==> config.mk <==
export PLATFORM = sky130hd
export DESIGN_NAME = irq_level_arbiter
export DESIGN_NICKNAME = d
export VERILOG_FILES = /design/src/rtl/irq_arb_pkg.sv /design/src/rtl/irq_level_regs.sv /design/src/rtl/irq_prio_select.sv /design/src/rtl/irq_vec_map.sv /design/src/rtl/irq_level_arbiter.sv
export SDC_FILE = /design/constraint.sdc
export NUM_CORES = 1
export LEC_CHECK = 0
export BUFFER_PORTS_ARGS = -buffer_cell sky130_fd_sc_hd__clkbuf_2
export CAP_MARGIN = 20
export CORE_ASPECT_RATIO = 1.5
export CORE_MARGIN = 2
export CORE_UTILIZATION = 43
export DETAILED_ROUTE_END_ITERATION = 10
export PLACE_DENSITY = 0.69
export RECOVER_POWER = 25
export SETUP_SLACK_MARGIN = 0.3
export SYNTH_ARGS = -nofsm -noshare
export SYNTH_HDL_FRONTEND = slang
export SYNTH_SLANG_ARGS = --single-unit
==> constraint.sdc <==
create_clock -name clk -period 16.03 [get_ports clk]
set_input_delay 1.603 -clock clk [delete_from_list [all_inputs] [get_ports clk]]
set_output_delay 1.603 -clock clk [all_outputs]
set_load 0.03 [all_outputs]
==> src/rtl/irq_arb_pkg.sv <==
package irq_arb_pkg;
    localparam int LVL_W = 2;
    localparam int VEC_W = 16;
    localparam logic [LVL_W-1:0] LVL_OFF    = 2'b11;
    localparam logic [VEC_W-1:0] VEC_TOP_HI = 16'hFFFA;

    typedef logic [LVL_W-1:0] lvl_t;
    typedef logic [VEC_W-1:0] vec_t;
endpackage

==> src/rtl/irq_level_regs.sv <==
module irq_level_regs
    import irq_arb_pkg::*;
#(
    parameter int NUM_IRQ = 12,
    parameter int DATA_W  = 8,
    parameter int ADDR_W  = 2
) (
    input  logic                          clk,
    input  logic                          rst_n,
    input  logic                          wr_en,
    input  logic [ADDR_W-1:0]             wr_addr,
    input  logic [DATA_W-1:0]             wr_data,
    output logic [NUM_IRQ-1:0][LVL_W-1:0] levels
);
    localparam int FIELDS   = DATA_W / LVL_W;
    localparam int NUM_REGS = (NUM_IRQ + FIELDS - 1) / FIELDS;

    typedef struct packed {
        logic [NUM_REGS-1:0][DATA_W-1:0] bank;
    } regs_t;

    regs_t st_d, st_q;
    logic  addr_ok;

    assign addr_ok = int'(wr_addr) < NUM_REGS;

    always_comb begin
        st_d = st_q;
        if (wr_en && addr_ok) begin
            st_d.bank[wr_addr] = wr_data;
        end
    end

    always_ff @(posedge clk or negedge rst_n) begin
        if (!rst_n) st_q <= '1;
        else        st_q <= st_d;
    end

    for (genvar i = 0; i < NUM_IRQ; i++) begin : g_field
        assign levels[i] = st_q.bank[i / FIELDS][(i % FIELDS) * LVL_W +: LVL_W];
    end

    p_bad_addr_ignored_r2: assert property (@(posedge clk) disable iff (!rst_n)
        (wr_en && !addr_ok) |=> $stable(levels));
endmodule

==> src/rtl/irq_prio_select.sv <==
module irq_prio_select
    import irq_arb_pkg::*;
#(
    parameter int NUM_IRQ = 12,
    parameter int IDX_W   = $clog2(NUM_IRQ)
) (
    input  logic [NUM_IRQ-1:0]            req,
    input  logic [NUM_IRQ-1:0]            en,
    input  logic [NUM_IRQ-1:0][LVL_W-1:0] levels,
    output logic                          found,
    output logic [IDX_W-1:0]              win_idx,
    output lvl_t                          win_lvl
);
    logic [NUM_IRQ-1:0] cand;

    for (genvar i = 0; i < NUM_IRQ; i++) begin : g_cand
        assign cand[i] = req[i] && en[i] && (levels[i] != LVL_OFF);
    end

    // Ascending scan with strict compare keeps the lowest index on ties.
    always_comb begin
        found   = 1'b0;
        win_idx = '0;
        win_lvl = LVL_OFF;
        for (int i = 0; i < NUM_IRQ; i++) begin
            if (cand[i] && (!found || (levels[i] < win_lvl))) begin
                found   = 1'b1;
                win_idx = IDX_W'(i);
                win_lvl = levels[i];
            end
        end
    end
endmodule

==> src/rtl/irq_vec_map.sv <==
module irq_vec_map
    import irq_arb_pkg::*;
#(
    parameter int IDX_W = 4
) (
    input  logic             valid,
    input  logic [IDX_W-1:0] idx,
    output vec_t             hi,
    output vec_t             lo
);
    vec_t step;

    assign step = VEC_W'({idx, 1'b0});
    assign hi   = valid ? (VEC_TOP_HI - step)         : '0;
    assign lo   = valid ? (VEC_TOP_HI - step + 16'd1) : '0;
endmodule

==> src/rtl/irq_level_arbiter.sv <==
module irq_level_arbiter
    import irq_arb_pkg::*;
#(
    parameter int NUM_IRQ = 12,
    parameter int DATA_W  = 8,
    parameter int ADDR_W  = 2,
    localparam int IDX_W  = $clog2(NUM_IRQ)
) (
    input  logic               clk,
    input  logic               rst_n,
    input  logic [NUM_IRQ-1:0] irq_req,
    input  logic [NUM_IRQ-1:0] irq_en,
    input  logic               reg_wr_en,
    input  logic [ADDR_W-1:0]  reg_addr,
    input  logic [DATA_W-1:0]  reg_wdata,
    input  logic [LVL_W-1:0]   cpu_level,
    input  logic               ack,
    output logic               accept,
    output logic               wake,
    output logic [IDX_W-1:0]   win_idx,
    output logic [VEC_W-1:0]   vec_hi,
    output logic [VEC_W-1:0]   vec_lo,
    output logic [IDX_W-1:0]   act_idx,
    output logic [LVL_W-1:0]   act_level
);
    typedef struct packed {
        logic [IDX_W-1:0] idx;
        lvl_t             lvl;
    } act_t;

    logic [NUM_IRQ-1:0][LVL_W-1:0] levels;
    logic                          found;
    logic [IDX_W-1:0]              sel_idx;
    lvl_t                          sel_lvl;
    act_t                          act_d, act_q;

    irq_level_regs #(.NUM_IRQ(NUM_IRQ), .DATA_W(DATA_W), .ADDR_W(ADDR_W)) u_regs (
        .clk    (clk),
        .rst_n  (rst_n),
        .wr_en  (reg_wr_en),
        .wr_addr(reg_addr),
        .wr_data(reg_wdata),
        .levels (levels)
    );

    irq_prio_select #(.NUM_IRQ(NUM_IRQ), .IDX_W(IDX_W)) u_sel (
        .req    (irq_req),
        .en     (irq_en),
        .levels (levels),
        .found  (found),
        .win_idx(sel_idx),
        .win_lvl(sel_lvl)
    );

    assign accept  = found && (sel_lvl < cpu_level);
    assign wake    = accept;
    assign win_idx = accept ? sel_idx : '0;

    irq_vec_map #(.IDX_W(IDX_W)) u_vec (
        .valid(accept),
        .idx  (sel_idx),
        .hi   (vec_hi),
        .lo   (vec_lo)
    );

    always_comb begin
        act_d = act_q;
        if (ack && accept) begin
            act_d.idx = sel_idx;
            act_d.lvl = sel_lvl;
        end
    end

    always_ff @(posedge clk or negedge rst_n) begin
        if (!rst_n) begin
            act_q.idx <= '0;
            act_q.lvl <= LVL_OFF;
        end else begin
            act_q <= act_d;
        end
    end

    assign act_idx   = act_q.idx;
    assign act_level = act_q.lvl;

    p_accept_source_r3: assert property (@(posedge clk) disable iff (!rst_n)
        accept |-> (irq_req[win_idx] && irq_en[win_idx]));

    p_top_level_blocks_r4: assert property (@(posedge clk) disable iff (!rst_n)
        (cpu_level == 2'b00) |-> !accept);

    p_vec_pair_r6: assert property (@(posedge clk) disable iff (!rst_n)
        accept |-> ((vec_lo == vec_hi + 16'd1) && !vec_hi[0]));

    p_idle_outputs_r8: assert property (@(posedge clk) disable iff (!rst_n)
        !accept |-> ((win_idx == '0) && (vec_hi == '0)));

    p_wake_has_source_r7: assert property (@(posedge clk) disable iff (!rst_n)
        wake |-> (|(irq_req & irq_en)));

    p_ack_loads_r9: assert property (@(posedge clk) disable iff (!rst_n)
        (ack && accept) |=> ((act_idx == $past(win_idx)) && (act_level < $past(cpu_level))));

    p_ack_holds_r9: assert property (@(posedge clk) disable iff (!rst_n)
        !(ack && accept) |=> ($stable(act_idx) && $stable(act_level)));
endmodule

==> impl_metrics.yaml <==
outcome:
  status: "finished with violations"
  violations: "capacitance limit, slew limit"
floorplanning:
  initial_utilization_pct: 44.60
  die_h_um: 102.0
  io_pins: 84
  die_x_um: 69.34
  num_rows: 35
  design.die.area_mm2: 0.007074
  fp.coreArea_mm2: 0.006175
layout:
  n_fill_cell: 573
  nets: 419
  drive_gt1_share_pct: 41.11
  areaGrowthSynthToFinish_pct: 14.77
  n_antenna_cell: 0
  utilization_pct: 51.19
global_routing:
  grt_usage_pct: 20.76
  antenna_found_initial: 0
  grt_max_degree: 31
  grt_pass1_wl_um: 11720
  overflow: 0
  first_global_vias: 2467
yosys:
  yosysSeqAreaShare_pct: 28.44
  synth_cell_types: 65
  netlist_instances: 319
  syn_avg_cell_area_um2: 8.633
  synth_top_area_share_pct: 24.81
  async_reset_ff_share_pct: 100.0
  syn_area_mm2: 0.002754
  synth-main-ff-cell: "dfstp_2"
  synth_area_leaders: "dfstp_2 (25%), mux2_2 (11%), buf_4 (7.9%), nand2_1 (4.2%), a21oi_1 (3.8%)"
  yosys_warnings: 0
  yosys_register_bits: 30
  synth_nets: 362
  yosysTopAreaCell: "dfstp_2"
  synth-edff-count: 0
clock_tree:
  cts_sinks: 30
  cts_setup_buffers: 0
  ctsHoldBuffers: 0
  cts_resized: 0
  clock_latency_ps: 280
  numCtsBuffers: 5
  cts_max_level: 2
  clk_pin_slew_ps: 60
  clk_path_buf_depth: 2
  cts_tree: "yes"
  root_buffer: "clkbuf_8"
setup_path:
  reg2reg_slack_ps: 10750
  worstSetupStartpointType: "input port"
  cp.arrival_ps: 6150
  critPathMaxFanout: 28
  criticalPathCategory: "input port to output pin"
  cp-end-kind: "output pin"
  required_ps: 14430
run:
  maxCapViolCount: 1
placed_design:
  gp_congestion: 0.9187
  place_hpwl_um: 5837
  io_buffer_count: 82
route:
  routed-via-count: 2620
  drt_iter0_drc: 93
  drtAntennaViolNets: 0
  drt-wirelength-per-cell_um: 15.49
  firstDrtPassIters: 4
  vias_per_cell: 5.809
  drt_wl_total_um: 6987
  drcViolationCount: 0
sta:
  tightest_slew_ps: 1575
  finalHoldViolCount: 0
  slew_viol_final: 31
  slew_headroom_pct: -5.033
  setup_tns_ps: 0
  rsz0062_at_grt: "false"
  fin_crit_sh_pct: 48.36
  fin_skew_ps: 3.100
  setup_viol: 0
  fmax_mhz: 129.0
  period_needed_ps: 7752
power_and_ir_drop:
  irDropWorstVdd_mv: 0.06922
  power.density_mw_per_mm2: 158.8
  power.leakage_uw: 0.001419
hold_path:
  hold_class: "flop to flop"
[per-layer routing]
layer | wire [um] | vias to the layer above | global-route usage (%)
met1 | 2615 | 1224 | 22.09
met3 | 327 | 16 | 3.452
met2 | 3834 | 96 | 39.87
met4 | 209 | 0 | 9.502
met5 | 0 | - | 0
li1 | - | 1284 | -
[placed cells by master, fill, tap and decap left out, types with 3 or more instances in the layout]
cell type | netlist | routed
o31ai_1 | 3 | 3
o21bai_1 | 3 | 3
nor4_1 | 6 | 6
o22ai_1 | 3 | 3
o21a_1 | 3 | 3
nor3_1 | 8 | 8
nand3_1 | 5 | 5
mux2_2 | 28 | 28
a211oi_1 | 5 | 5
dfrtp_1 | 4 | 4
inv_1 | 12 | 12
nand2_1 | 31 | 31
nor2_1 | 16 | 16
nand4_1 | 3 | 3
nand3b_1 | 6 | 6
and2_1 | 15 | 15
a21o_1 | 4 | 4
ha_1 | 3 | 3
a31oi_1 | 3 | 3
a21oi_1 | 21 | 21
or2_2 | 3 | 3
clkbuf_2 | 0 | 82
and3b_1 | 8 | 8
clkbuf_8 | 0 | 6
dfstp_2 | 26 | 26
o22a_1 | 3 | 3
o21ai_0 | 14 | 14
[worst paths after layout]
check	from	cells after the start	endpoint
min in group asynchronous	rst_n	1	act_idx[3]
max reg2reg	u_regs.levels[1]	19	act_idx[3]
min	act_idx[0]	1	act_idx[0]
max	irq_en[0]	20	vec_lo[2]
max in group asynchronous	rst_n	1	act_idx[2]
min reg2reg	act_idx[0]	1	act_idx[0]
[critical path: stages]
cell and delay [ps]:
clkbuf_2 100, and3b_1 220, or4_4 610, or2_2 370, or2_2 310, o21bai_1 180
ha_1 320, a21oi_1 70, o21ai_0 290, a21oi_1 140, o21ai_0 170, o31ai_1 120
ha_1 200, a21oi_1 160, and2_1 170, a32oi_1 100, and2_1 250, inv_2 310
and2_1 230, clkbuf_2 220
[through the flow]
| stage | std cells | setup WS [ps] | hold slack, ps | area, um^2 | power, uW |
|---|---|---|---|---|---|
| after floorplan | 319 | 8411 | 513.1 | 2754 | 373.3 |
| after global routing | 451 | 7892 | 532.8 | 3161 | 531.9 |
| after global placement | 442 | 8478 | 494.0 | 3014 | 406.4 |
| after detailed placement | 442 | 8316 | 500.8 | 3014 | 409.3 |
| final | 451 | 8278 | 520.8 | 3161 | 502.0 |
| after CTS | 450 | 8298 | 515.2 | 3157 | 506.1 |
[area by class of cell]
type	instances	area [um^2]	share of cell area, %
timing repair buffer	83	414.1	13.10
inverter	13	48.80	1.544
multi-input combinational	243	1679	53.13
sequential	30	783.3	24.78
clock inverter	2	60.06	1.900
clock buffer	6	82.58	2.613
tap	74	92.59	2.930
[power by group]
part           leakage [uW]  switching [uW]  internal (uW)
Combinational       0.00103             189           88.4
Clock             0.0000714            28.3           66.3
Sequential         0.000323            24.5            106
Total               0.00142             242            260
[cell families after synthesis]
group	count (synthesis)	share of synthesized area (%)
other cells	1	0.1362
flops	30	28.44
mux	28	11.45
buf+inv	46	10.59
compound gates	92	23.94
simple gates	119	24.08
fa+ha+maj	3	1.363
[Yosys cell counts (all sizes together), types with 3 or more instances]
master   n
a211oi   7
a21boi   3
a21o     4
a21oi   21
a31oi    3
and2    15
and3b    8
buf     32
dfrtp    4
dfstp   26
ha       3
inv     13
mux2    28
nand2   32
nand3    5
nand3b   6
nand4    3
nor2    16
nor3     8
nor4     6
o21a     3
o21ai   14
o21bai   3
o22a     3
o22ai    3
o31ai    4
or2      4
or4      3
[flip-flops by register name, summed over array words and instances (netlist names)]
name,cells
u_regs.levels,24
act_level,2
act_idx,4
No activity file was read; power rests on OpenSTA's default activity.
